==> config.mk <==
export PLATFORM = sky130hd
export DESIGN_NAME = kpd_matrix_top
export DESIGN_NICKNAME = d
export VERILOG_FILES = /design/src/rtl/kpd_pkg.sv /design/src/rtl/kpd_scan.sv /design/src/rtl/kpd_fifo.sv /design/src/rtl/kpd_irq.sv /design/src/rtl/kpd_matrix_top.sv
export SDC_FILE = /design/constraint.sdc
export NUM_CORES = 1
export LEC_CHECK = 0
export ABC_AREA = 0
export BUFFER_PORTS_ARGS = -buffer_cell sky130_fd_sc_hd__buf_2
export CAP_MARGIN = 10
export CELL_PAD_IN_SITES_DETAIL_PLACEMENT = 1
export CELL_PAD_IN_SITES_GLOBAL_PLACEMENT = 1
export CORE_MARGIN = 2
export CORE_UTILIZATION = 40
export DETAILED_ROUTE_END_ITERATION = 8
export GPL_TIMING_DRIVEN = 0
export PLACE_DENSITY_LB_ADDON = 0.08
export SYNTH_ARGS = -nofsm -noshare
export SYNTH_HDL_FRONTEND = slang
export SYNTH_SLANG_ARGS = --single-unit
export TNS_END_PERCENT = 1
==> constraint.sdc <==
create_clock -name clk -period 8.22 [get_ports clk]
set_clock_uncertainty 0.05 [all_clocks]
set_input_delay 0.411 -clock clk [delete_from_list [all_inputs] [get_ports clk]]
set_output_delay 0.411 -clock clk [all_outputs]
set_load 0.01 [all_outputs]
==> src/rtl/kpd_pkg.sv <==
package kpd_pkg;

    typedef struct packed {
        logic       rel;
        logic [6:0] code;
    } kpd_evt_t;

    function automatic logic [6:0] kpd_code(input int row, input int col);
        return 7'(row * 10 + col + 1);
    endfunction

endpackage

==> src/rtl/kpd_scan.sv <==
module kpd_scan
    import kpd_pkg::*;
#(
    parameter int ROWS     = 4,
    parameter int COLS     = 3,
    parameter int SCAN_DIV = 1000
) (
    input  logic            clk,
    input  logic            rst_n,
    input  logic [ROWS-1:0] rows_n,
    output logic [COLS-1:0] col_n,
    output logic            evt_valid,
    output kpd_evt_t        evt
);

    localparam int KEYS  = ROWS * COLS;
    localparam int KEY_W = (KEYS > 1) ? $clog2(KEYS) : 1;
    localparam int DIV_W = (SCAN_DIV > 1) ? $clog2(SCAN_DIV) : 1;
    localparam int ROW_W = (ROWS > 1) ? $clog2(ROWS) : 1;
    localparam int COL_W = (COLS > 1) ? $clog2(COLS) : 1;

    typedef struct packed {
        logic [DIV_W-1:0] div;
        logic [ROW_W-1:0] row;
        logic [COL_W-1:0] col;
        logic [ROWS-1:0]  sync1;
        logic [ROWS-1:0]  sync2;
        logic [KEYS-1:0]  prev;
        logic [KEYS-1:0]  stable;
        logic             evt_valid;
        kpd_evt_t         evt;
    } scan_t;

    scan_t            q, d;
    logic [KEY_W-1:0] idx;
    logic             hit;

    always_comb begin
        d           = q;
        d.sync1     = ~rows_n;
        d.sync2     = q.sync1;
        d.evt_valid = 1'b0;
        idx         = KEY_W'(int'(q.row) * COLS + int'(q.col));
        hit         = q.sync2[q.row];
        if (q.div == DIV_W'(SCAN_DIV - 1)) begin
            d.div = '0;
            if (hit == q.prev[idx] && hit != q.stable[idx]) begin
                d.stable[idx] = hit;
                d.evt_valid   = 1'b1;
                d.evt.rel     = ~hit;
                d.evt.code    = kpd_code(int'(q.row), int'(q.col));
            end
            d.prev[idx] = hit;
            if (q.row == ROW_W'(ROWS - 1)) begin
                d.row = '0;
                d.col = (q.col == COL_W'(COLS - 1)) ? '0 : COL_W'(q.col + 1'b1);
            end else begin
                d.row = ROW_W'(q.row + 1'b1);
            end
        end else begin
            d.div = DIV_W'(q.div + 1'b1);
        end
    end

    always_ff @(posedge clk or negedge rst_n) begin
        if (!rst_n) q <= '0;
        else        q <= d;
    end

    for (genvar c = 0; c < COLS; c++) begin : g_col
        assign col_n[c] = (q.col != COL_W'(c));
    end

    assign evt_valid = q.evt_valid;
    assign evt       = q.evt;

endmodule

==> src/rtl/kpd_fifo.sv <==
module kpd_fifo #(
    parameter int DEPTH = 10,
    parameter int W     = 8,
    parameter int CNT_W = $clog2(DEPTH + 1)
) (
    input  logic             clk,
    input  logic             rst_n,
    input  logic             push,
    input  logic [W-1:0]     push_data,
    input  logic             pop,
    input  logic             clr,
    output logic [W-1:0]     rd_data,
    output logic [CNT_W-1:0] count,
    output logic             ovf,
    output logic             pushed
);

    localparam int PTR_W = (DEPTH > 1) ? $clog2(DEPTH) : 1;

    typedef struct packed {
        logic [DEPTH-1:0][W-1:0] mem;
        logic [PTR_W-1:0]        wr;
        logic [PTR_W-1:0]        rd;
        logic [CNT_W-1:0]        cnt;
        logic [W-1:0]            rd_data;
        logic                    ovf;
    } fifo_t;

    fifo_t q, d;
    logic  do_pop, do_push;

    always_comb begin
        d       = q;
        do_pop  = pop && (q.cnt != '0);
        do_push = push && ((q.cnt != CNT_W'(DEPTH)) || do_pop);
        if (pop) begin
            d.rd_data = do_pop ? q.mem[q.rd] : '0;
        end
        if (do_pop) begin
            d.rd = (q.rd == PTR_W'(DEPTH - 1)) ? '0 : PTR_W'(q.rd + 1'b1);
        end
        if (do_push) begin
            d.mem[q.wr] = push_data;
            d.wr = (q.wr == PTR_W'(DEPTH - 1)) ? '0 : PTR_W'(q.wr + 1'b1);
        end
        d.cnt = CNT_W'(q.cnt + CNT_W'(do_push) - CNT_W'(do_pop));
        if (clr) d.ovf = 1'b0;
        if (push && !do_push) d.ovf = 1'b1;
    end

    always_ff @(posedge clk or negedge rst_n) begin
        if (!rst_n) q <= '0;
        else        q <= d;
    end

    assign rd_data = q.rd_data;
    assign count   = q.cnt;
    assign ovf     = q.ovf;
    assign pushed  = do_push;

endmodule

==> src/rtl/kpd_irq.sv <==
module kpd_irq #(
    parameter int PULSE_CYC = 5000,
    parameter int CNT_W     = 4
) (
    input  logic             clk,
    input  logic             rst_n,
    input  logic             pushed,
    input  logic             clr,
    input  logic [CNT_W-1:0] count,
    output logic             int_n
);

    localparam int PW = $clog2(PULSE_CYC + 1);

    typedef struct packed {
        logic          stat;
        logic [PW-1:0] pulse;
    } irq_t;

    irq_t q, d;

    always_comb begin
        d = q;
        if (q.pulse != '0) d.pulse = PW'(q.pulse - 1'b1);
        if (clr) begin
            if (count != '0) d.pulse = PW'(PULSE_CYC);
            else             d.stat  = 1'b0;
        end
        if (pushed) d.stat = 1'b1;
    end

    always_ff @(posedge clk or negedge rst_n) begin
        if (!rst_n) q <= '0;
        else        q <= d;
    end

    assign int_n = !(q.stat && (count != '0) && (q.pulse == '0));

endmodule

==> src/rtl/kpd_matrix_top.sv <==
module kpd_matrix_top
    import kpd_pkg::*;
#(
    parameter int ROWS     = 4,
    parameter int COLS     = 3,
    parameter int SCAN_DIV = 1000,
    parameter int DEPTH    = 10,
    parameter int CLK_MHZ  = 100,
    parameter int PULSE_US = 50
) (
    input  logic                         clk,
    input  logic                         rst_n,
    input  logic [ROWS-1:0]              rows_n,
    output logic [COLS-1:0]              col_n,
    input  logic                         pop,
    input  logic                         clr,
    output logic [7:0]                   rd_data,
    output logic [$clog2(DEPTH+1)-1:0]   evt_count,
    output logic                         ovf,
    output logic                         int_n
);

    localparam int CNT_W     = $clog2(DEPTH + 1);
    localparam int PULSE_CYC = CLK_MHZ * PULSE_US;

    logic     evt_valid;
    kpd_evt_t evt;
    logic     pushed;

    kpd_scan #(
        .ROWS(ROWS), .COLS(COLS), .SCAN_DIV(SCAN_DIV)
    ) u_scan (
        .clk(clk), .rst_n(rst_n), .rows_n(rows_n), .col_n(col_n),
        .evt_valid(evt_valid), .evt(evt)
    );

    kpd_fifo #(
        .DEPTH(DEPTH), .W(8), .CNT_W(CNT_W)
    ) u_fifo (
        .clk(clk), .rst_n(rst_n), .push(evt_valid), .push_data(evt),
        .pop(pop), .clr(clr), .rd_data(rd_data), .count(evt_count),
        .ovf(ovf), .pushed(pushed)
    );

    kpd_irq #(
        .PULSE_CYC(PULSE_CYC), .CNT_W(CNT_W)
    ) u_irq (
        .clk(clk), .rst_n(rst_n), .pushed(pushed), .clr(clr),
        .count(evt_count), .int_n(int_n)
    );

endmodule

# Word-level counts from Yosys, hierarchy flattened
# Cells that the tools add are included.
# word_totals
reg_bits,170
latchBits,0
ram_bits,0
mem_bits_ro,0
input_bits,8
out_inout_bits,17
memories,0
# op_classes
addsub,11
multipliers,2
div,0
order_cmp,6
eq_ne,11
shift,0
muxes,30
bitwise_logic,2
reduce_logical,20
# op_table
operator,n
80-bit bitwise mux,1
8-bit binary-select mux with 4-bit select,1
8-bit demux with 4-bit select,1
13-bit 2-to-1 mux,2
12-bit bitwise mux,2
8-bit 2-to-1 mux,3
9-bit 2-to-1 mux,2
4-bit by 5-bit < comparator with 1-bit output (second input constant),3
14-bit 2-to-1 mux,1
13-bit logical NOT,1
13-bit nonzero test,1
13-bit by 1-bit subtractor with 13-bit output (second input constant),1
10-bit by 1-bit adder with 10-bit output (second input constant),1
10-bit == test (second input constant),1
10-bit 2-to-1 mux,1
4-bit by 1-bit adder with 4-bit output (second input constant),2
1-bit binary-select mux with 4-bit select,2
4-bit == test (second input constant),2
4-bit by 1-bit >= comparator with 1-bit output (second input constant),2
1-bit logical AND,8
1-bit 2-to-1 mux,8
4-bit 2-to-1 mux,2
7-bit by 2-bit adder with 7-bit output (second input constant),1
7-bit by 3-bit adder with 7-bit output,1
other kinds (23),32

# Depth between registers and ports, before layout
# Gate-level depths: netlist of run 1.
# depth
depth_word,8
ltp_mapped,11
depth_no_buf,11

# Cells and area by module
# A second synthesis of run 1 with hierarchy kept.
# hier_totals
hier_cells,630
area_unflattened_um2,8152.8
# modules_own_cells
module,instances,cells_per_inst,area_each_um2,seq_area_each_um2
kpd_fifo,1,329,4763.3,2527.4
kpd_scan,1,226,2632.5,1351.3
kpd_irq,1,75,757.0,350.3

# Worst setup path after synthesis of run 1
# Ideal clock, no wire load.
# synth_path
kind,flip-flop to flip-flop
start,reg u_scan.q[43] (netlist bit)
end,reg u_scan.q[13] (netlist bit)
setup_ns,0.134
arrival_time_ns,3.247
t_required_ns,8.036
setup_slack_ns,4.789
path_stages_with_launch,10
path_buffers,0
cell_sequence,dfrtp_1 -> fa_1 -> ha_1 -> fa_1 -> nor2b_1 -> a221o_1 -> o21ai_1 -> or4b_2 -> o31ai_1 -> o31ai_1
# synth_via
elab_chain_len,7
# synth_rtl
item,line,rtl
"start, declared",kpd_scan.sv:34,"scan_t q, d;"
"start signal, assigned",kpd_scan.sv:66,if (!rst_n) q <= '0;
"start signal, assigned",kpd_scan.sv:67,else q <= d;
2-bit by 2-bit multiplier with 4-bit output,kpd_scan.sv:43,idx = KEY_W'(int'(q.row) * COLS + int'(q.col));
4-bit by 3-bit adder with 4-bit output,kpd_scan.sv:43,
"4-bit by 5-bit < comparator with 1-bit output (implied by the code), or another cell as far along",kpd_scan.sv:48,d.stable[idx] = hit;
1-bit logical AND (implied by the code) / 1-bit 2-to-1 mux (equally long branches),"kpd_scan.sv:48, kpd_scan.sv:47",
"1-bit 2-to-1 mux (implied by the code), or another cell as far along",kpd_scan.sv:48,
1-bit demux with 4-bit select / 1-bit logical AND (equally long branches),--,
12-bit bitwise mux / 2-bit AND reduction (equally long branches),--,
# Several ways; a longest one is shown, not always the timed one. The select of a mux whose other input is x is not followed.
# A chain may end at the register's enable or synchronous reset.

# Worst setup path after layout of run 1
# Ends and elaborated chain as after synthesis.

==> results of run 1 <==
## worst max-delay path: cells and delay by family (launching register included)
family | cells | cell delay, ns
adders and majority gates | 3 | 1.19
AOI/OAI and AO/OA | 4 | 0.99
and+or+nand+nor | 2 | 0.87
DFF | 1 | 0.56
## cell usage after synthesis, types with 2 or more instances
master and number:
ha_1 13, dfrtp_1 158, o31ai_1 7, o21ai_0 73, nor2_1 23, nor4_1 2
and2_1 3, buf_2 2, mux2_2 57, nor2b_1 9, or3_1 3, nand2_1 73
a21oi_1 11, or2_2 2, a21o_1 2, or4_4 2, fa_1 4, mux2i_1 21
nand4_1 3, xor2_1 6, inv_1 34, clkbuf_1 18, buf_4 13, xnor2_1 16
o22ai_1 8, nor3_1 5, nand2b_1 5, mux4_2 19, nand3b_1 6, nand3_1 17
a22o_1 2, nor3b_1 3
## logic make-up after synthesis
family,count (synthesis),share of synthesized area [%]
xor gates and xnor gates,22,2.60
AOI/OAI and AO/OA,113,8.65
muxes,97,17.3
other,1,0.0506
and+or+nand+nor,163,10.7
adders and majority gates,17,3.27
DFF,158,53.3
buffers and inverters,69,4.18
## cell type report
type / instances / area (um2) / share of cell area, %
Buffer: 34 / 179 / 2.11
Sequential cell: 158 / 3950 / 46.7
Clock buffer: 17 / 425 / 5.02
Timing Repair Buffer: 25 / 163 / 1.92
Tap cell: 229 / 287 / 3.38
Clock inverter: 15 / 176 / 2.08
Inverter: 35 / 131 / 1.55
Multi-Input combinational cell: 413 / 3150 / 37.2
## path summary, 6_finish.rpt
| path | start | endpoint | slack, ns | depth (start not counted) |
|---|---|---|---|---|
| max | u_scan.q[43] | u_scan.q[13] | 4.42 | 9 |
| min | rows_n[3] | u_scan.d[36] | 0.06 | 2 |
| max reg2reg | u_scan.q[43] | u_scan.q[13] | 4.42 | 9 |
| min reg2reg | u_scan.d[34] | u_scan.q[34] | 0.30 | 0 |
| max in group asynchronous | rst_n | u_fifo.q[79] | 6.82 | 3 |
| min in group asynchronous | rst_n | u_irq.q[10] | 0.48 | 2 |
## routing by layer
layer	global-route usage, %	part of all wire (%)	vias up
met5	0	0	-
met4	4.94	1.1	0
met3	3.79	2.2	13
met2	28.8	50	41
met1	22.2	47	2465
li1	-	-	2322
## power by group
part	internal [mW]	switching, mW	leakage (nW)
clock network	0.458	0.345	0.296
registers	0.818	0.0351	2.13
logic	0.147	0.198	1.43
total	1.42	0.578	3.85
## metrics by stage
| stage | setup WS [ns] | hold WS (ns) | cell area, um2 |
|---|---|---|---|
| 2_1_floorplan | 4.79 | 0.0654 | 7420 |
| 3_5_place_dp | 4.41 | 0.289 | 7860 |
| 4_1_cts | 4.39 | 0.0477 | 8470 |
| 5_1_grt | 4.16 | 0.0471 | 8470 |
| 3_3_place_gp | 4.30 | 0.284 | 7820 |
| 6_report | 4.42 | 0.0650 | 8470 |
## timing repair
action                                  in CTS  in global routing
endpoints found under the setup margin       0                  0
hold buffers                                 1                  0
buffers inserted                             0                  0
endpoints found under the hold margin       69                  0
## flip-flops by register name (all words and copies together), names as in the netlist
| name | flops |
|---|---|
| u_irq.q | 14 |
| u_fifo.ovf | 1 |
| u_scan.evt_valid | 1 |
| u_fifo.count | 4 |
| u_fifo.rd_data | 7 |
| u_fifo.q | 78 |
| u_scan.q | 42 |
| u_scan.evt | 7 |
| u_scan.d | 4 |
==> impl_metrics.env, run 1 <==
export IMPL_status="finished, final reports clean"
export IMPL_stdcell_count=926
export IMPL_syn_num_nets=665
export IMPL_rsz0062_at_grt="no"
export IMPL_numPlacedInstances=893
export IMPL_p_per_area_mw_per_mm2=236
export IMPL_yosysSeqAreaShare_pct=53.3
export IMPL_via_count=4841
export IMPL_max_freq_ghz=0.263
export IMPL_cts_buffer_depth=2
export IMPL_wl_per_cell_um=16.6
export IMPL_worstMarginPinSlew_ns=0.723
export IMPL_num_rows=49
export IMPL_viasPerCell=5.23
export IMPL_antenna_found_initial=0
export IMPL_fill_cells=1950
export IMPL_final_cell_mix="dfrtp_1 (158), nand2_1 (73), o21ai_0 (73)"
export IMPL_cap_violations=0
export IMPL_die_w_um=140
export IMPL_grt_use_total_pct=17.1
export IMPL_start_kind="register"
export IMPL_die_area_mm2=0.0197
export IMPL_final_layout_size_suffix_gt1_share_pct=22.2
export IMPL_core_mm2=0.0181
export IMPL_cts_resized=0
export IMPL_ant_nets=0
export IMPL_grt_pass1_wl_um=26600
export IMPL_port_buffers=23
export IMPL_ys_seq_elements=158
export IMPL_max_stage_delay_ns=0.68
export IMPL_cts_tree="done"
export IMPL_ys_warn_count=0
export IMPL_drc=0
export IMPL_cts_sinks=158
export IMPL_critPathArrivalTime_ns=4.05
export IMPL_p_leak_nw=3.85
export IMPL_setup_viol=0
export IMPL_grt_overflow=0
export IMPL_synth_edf_count=0
export IMPL_totalNegativeSetupSlack_ns=0
export IMPL_antenna_cells=0
export IMPL_netlist_instances=640
export IMPL_slowest_stage="or4b_2"
export IMPL_hold_path_class="in -> reg"
export IMPL_start_util_pct=41.0
export IMPL_cts_made_buffers=17
export IMPL_crit_fanout=8
export IMPL_async_flop_share_pct=100
export IMPL_hold_viol=0
export IMPL_ys_types=52
export IMPL_grt_pass1_vias=5253
export IMPL_avgSynthCellArea_um2=11.6
export IMPL_period_needed_ns=3.80
export IMPL_p_total_mw=2.00
export IMPL_cp_cell_sequence="fa_1 -> ha_1 -> fa_1 -> nor2b_1 -> a221o_1 -> o21ai_1 -> or4b_2 -> o31ai_1 -> o31ai_1"
export IMPL_wl_um=15400
export IMPL_crit_path_end_kind="register"
export IMPL_gp_congestion=0.763
export IMPL_clock_root_buffer="clkbuf_16"
export IMPL_post_route_util_pct=46.8
export IMPL_period_share_pct=46.2
export IMPL_dp_hpwl_um=11000
export IMPL_io_pin_count=25
export IMPL_yosysTopAreaCellShare_pct=53.3
export IMPL_htree_num_levels=4
export IMPL_slew_limit_headroom_pct=51.8
export IMPL_clk_latency_ns=0.43
export IMPL_critPathKind="reg -> reg"
export IMPL_grt_max_degree=90
export IMPL_first_iter_violations=137
export IMPL_dr_pass1_iters=4
export IMPL_final_common_cell="dfrtp_1"
export IMPL_die_y_um=140
export IMPL_syn_area_mm2=0.00742
export IMPL_area_growth_pct=14.2
export IMPL_peakVddDrop_mv=0.140
export IMPL_ys_top_cells_by_area="dfrtp_1 (53%), mux2_2 (8.7%), mux4_2 (5.8%)"
export IMPL_maxSlewViolCount=0
export IMPL_required_ns=8.47
export IMPL_final_nets=709
export IMPL_path_clk_slew_ns=0.07
export IMPL_yosysTopAreaCell="dfrtp_1"
export IMPL_synth_main_ff_cell="dfrtp_1"
Power figures use the tool's default switching activity.
==> run 2: changes to the inputs <==
==> constraint.sdc (replaced) <==
create_clock -name clk -period 3.6 [get_ports clk]
set_clock_uncertainty 0.05 [all_clocks]
set_input_delay 0.18 -clock clk [delete_from_list [all_inputs] [get_ports clk]]
set_output_delay 0.18 -clock clk [all_outputs]
set_load 0.01 [all_outputs]
==> impl_metrics.env, run 2 (same netlist as run 1, synthesis figures left out) <==
export IMPL_antenna_found_initial=0
export IMPL_setup_viol=0
export IMPL_ant_nets=0
export IMPL_crit_path_end_kind="register"
export IMPL_met2_length_um=7730
export IMPL_max_stage_delay_ns=0.67
export IMPL_die_w_um=140
export IMPL_p_leak_nw=3.89
export IMPL_crit_fanout=7
export IMPL_p_int_mw=3.25
export IMPL_die_y_um=140
export IMPL_start_util_pct=41.0
export IMPL_startpoint="u_scan.q[42]"
export IMPL_final_layout_size_suffix_gt1_share_pct=23.4
export IMPL_seqPwrFrac_pct=42.6
export IMPL_area_growth_pct=15.5
export IMPL_port_buffers=23
export IMPL_fill_cells=1939
export IMPL_antenna_cells=0
export IMPL_dr_max_layer_used="met4"
export IMPL_num_rows=49
export IMPL_slew_limit_headroom_pct=51.2
export IMPL_wl_um=15500
export IMPL_wl_met3_um=344
export IMPL_cts_tree="done"
export IMPL_p_total_mw=4.57
export IMPL_m1WireLength_um=7220
export IMPL_cts_made_buffers=17
export IMPL_slowest_stage="or4b_2"
export IMPL_top_register="u_fifo.q"
export IMPL_clock_root_buffer="clkbuf_16"
export IMPL_die_area_mm2=0.0197
export IMPL_period_share_pct=96.4
export IMPL_status="finished, final reports clean"
export IMPL_grt_overflow=0
export IMPL_grt_pass1_wl_um=26700
export IMPL_start_kind="register"
export IMPL_p_per_area_mw_per_mm2=534
export IMPL_final_nets=717
export IMPL_pre_cts_ws_ns=-0.210
export IMPL_via_count=4860
export IMPL_clk_latency_ns=0.43
export IMPL_cap_violations=0
export IMPL_maxSlewViolCount=0
export IMPL_critPathArrivalTime_ns=3.72
export IMPL_critPathBufInv=0
export IMPL_hp_start="pop"
export IMPL_p_sw_mw=1.32
export IMPL_cts_sinks=158
export IMPL_p_comb_share_pct=17.3
export IMPL_path_clk_slew_ns=0.06
export IMPL_wl_per_cell_um=16.6
export IMPL_rsz0062_at_grt="yes"
export IMPL_viasPerCell=5.20
export IMPL_gp_congestion=0.763
export IMPL_cts_buffer_depth=2
export IMPL_crit_family="adder cells"
export IMPL_pwr_share_clk_pct=40.1
export IMPL_grt_use_total_pct=17.2
export IMPL_io_pin_count=25
export IMPL_hold_path_class="in -> reg"
export IMPL_grt_max_degree=90
export IMPL_largest_register_ffs=78
export IMPL_final_cell_mix="dfrtp_1 (156), nand2_1 (73), o21ai_0 (73)"
export IMPL_drc=0
export IMPL_hold_viol=0
export IMPL_critPathKind="reg -> reg"
export IMPL_core_mm2=0.0181
export IMPL_dp_hpwl_um=11000
export IMPL_required_ns=3.85
export IMPL_post_route_util_pct=47.4
export IMPL_final_common_cell="dfrtp_1"
export IMPL_timing_rr_start="u_scan.q[42]"
export IMPL_htree_num_levels=4
export IMPL_whs_ns=0.0236
export IMPL_max_freq_ghz=0.288
export IMPL_peakVddDrop_mv=0.318
export IMPL_first_iter_violations=127
export IMPL_largest_registers="u_fifo.q: 78 flops, u_scan.q: 42 flops, u_irq.q: 14 flops"
export IMPL_cp_cell_sequence="fa_1 -> ha_1 -> fa_2 -> nor2b_1 -> a221o_1 -> o21ai_4 -> or4b_2 -> o31ai_2 -> o31ai_1"
export IMPL_dr_pass1_iters=4
export IMPL_period_needed_ns=3.47
export IMPL_worstMarginPinSlew_ns=0.732
export IMPL_grt_pass1_vias=5295
export IMPL_switching_share_pct=28.8
export IMPL_setup_ws_ns=0.128
-- run 2: cell count changes in the layout (fill, tap and decap cells not counted), moves of 2 or more --
| cell | change |
|---|---|
| buf_4 | +4 |
| dlygate4sd3_1 | +4 |
| dfrtp_1 | -2 |
| dfrtp_2 | +2 |
-- run 2: layout make-up --
cell class,instances,area [um2],area share (%)
Sequential cell,158,3960,46.2
Clock inverter,15,176,2.06
Clock buffer,17,425,4.96
Multi-Input combinational cell,413,3180,37.1
Timing Repair Buffer,33,233,2.72
Tap cell,229,287,3.34
Inverter,35,131,1.53
Buffer,34,179,2.09
-- run 2: worst reg2reg max path, stage by stage, from the launching register on --
cell and delay, ns:
dfrtp_1 0.44, fa_1 0.50, ha_1 0.22, fa_2 0.42, nor2b_1 0.18, a221o_1 0.36
o21ai_4 0.19, or4b_2 0.67, o31ai_2 0.23, o31ai_1 0.10
-- run 2: per-layer routing --
| layer | vias up | GRT usage [%] |
|---|---|---|
| met2 | 46 | 29.2 |
| met1 | 2465 | 22.2 |
| li1 | 2337 | - |
| met3 | 12 | 3.79 |
| met4 | 0 | 4.94 |
| met5 | - | 0 |
-- run 2: final timing paths --
path                                     end  slack [ns]  depth (start not counted)
max                             u_scan.q[13]        0.13                          9
max in group asynchronous       u_scan.q[43]        2.42                          3
min reg2reg                     u_scan.q[34]        0.30                          0
max reg2reg                     u_scan.q[13]        0.13                          9
min in group asynchronous        u_irq.q[10]        0.25                          2
min                        u_fifo.rd_data[4]        0.02                          2
-- run 2: what timing repair did --
action                                  4_1_cts  5_1_grt
hold endpoints to repair                     73        0
gates resized for setup                       5        3
pin swaps                                     0        2
buffers inserted                              0        4
endpoints found under the setup margin       12        8
hold buffers                                  5        0
-- run 2: power groups by stage --
stage | clock (mW) | sequential, mW | combinational [mW]
finish | 1.83 | 1.95 | 0.791
global route | 1.98 | 1.96 | 0.893
CTS | 1.89 | 1.95 | 0.812
detailed placement | 0 | 1.98 | 0.803
global placement | 0 | 1.98 | 0.772
floorplan | 0 | 1.96 | 0.578
-- run 2: stage by stage --
step | instances | TNS, ns | cell area [um2]
finish | 934 | 0 | 8570
global route | 934 | -0.00382 | 8570
CTS | 930 | 0 | 8530
detailed placement | 893 | -1.46 | 7860
global placement | 892 | -13.46 | 7820
floorplan | 640 | 0 | 7420
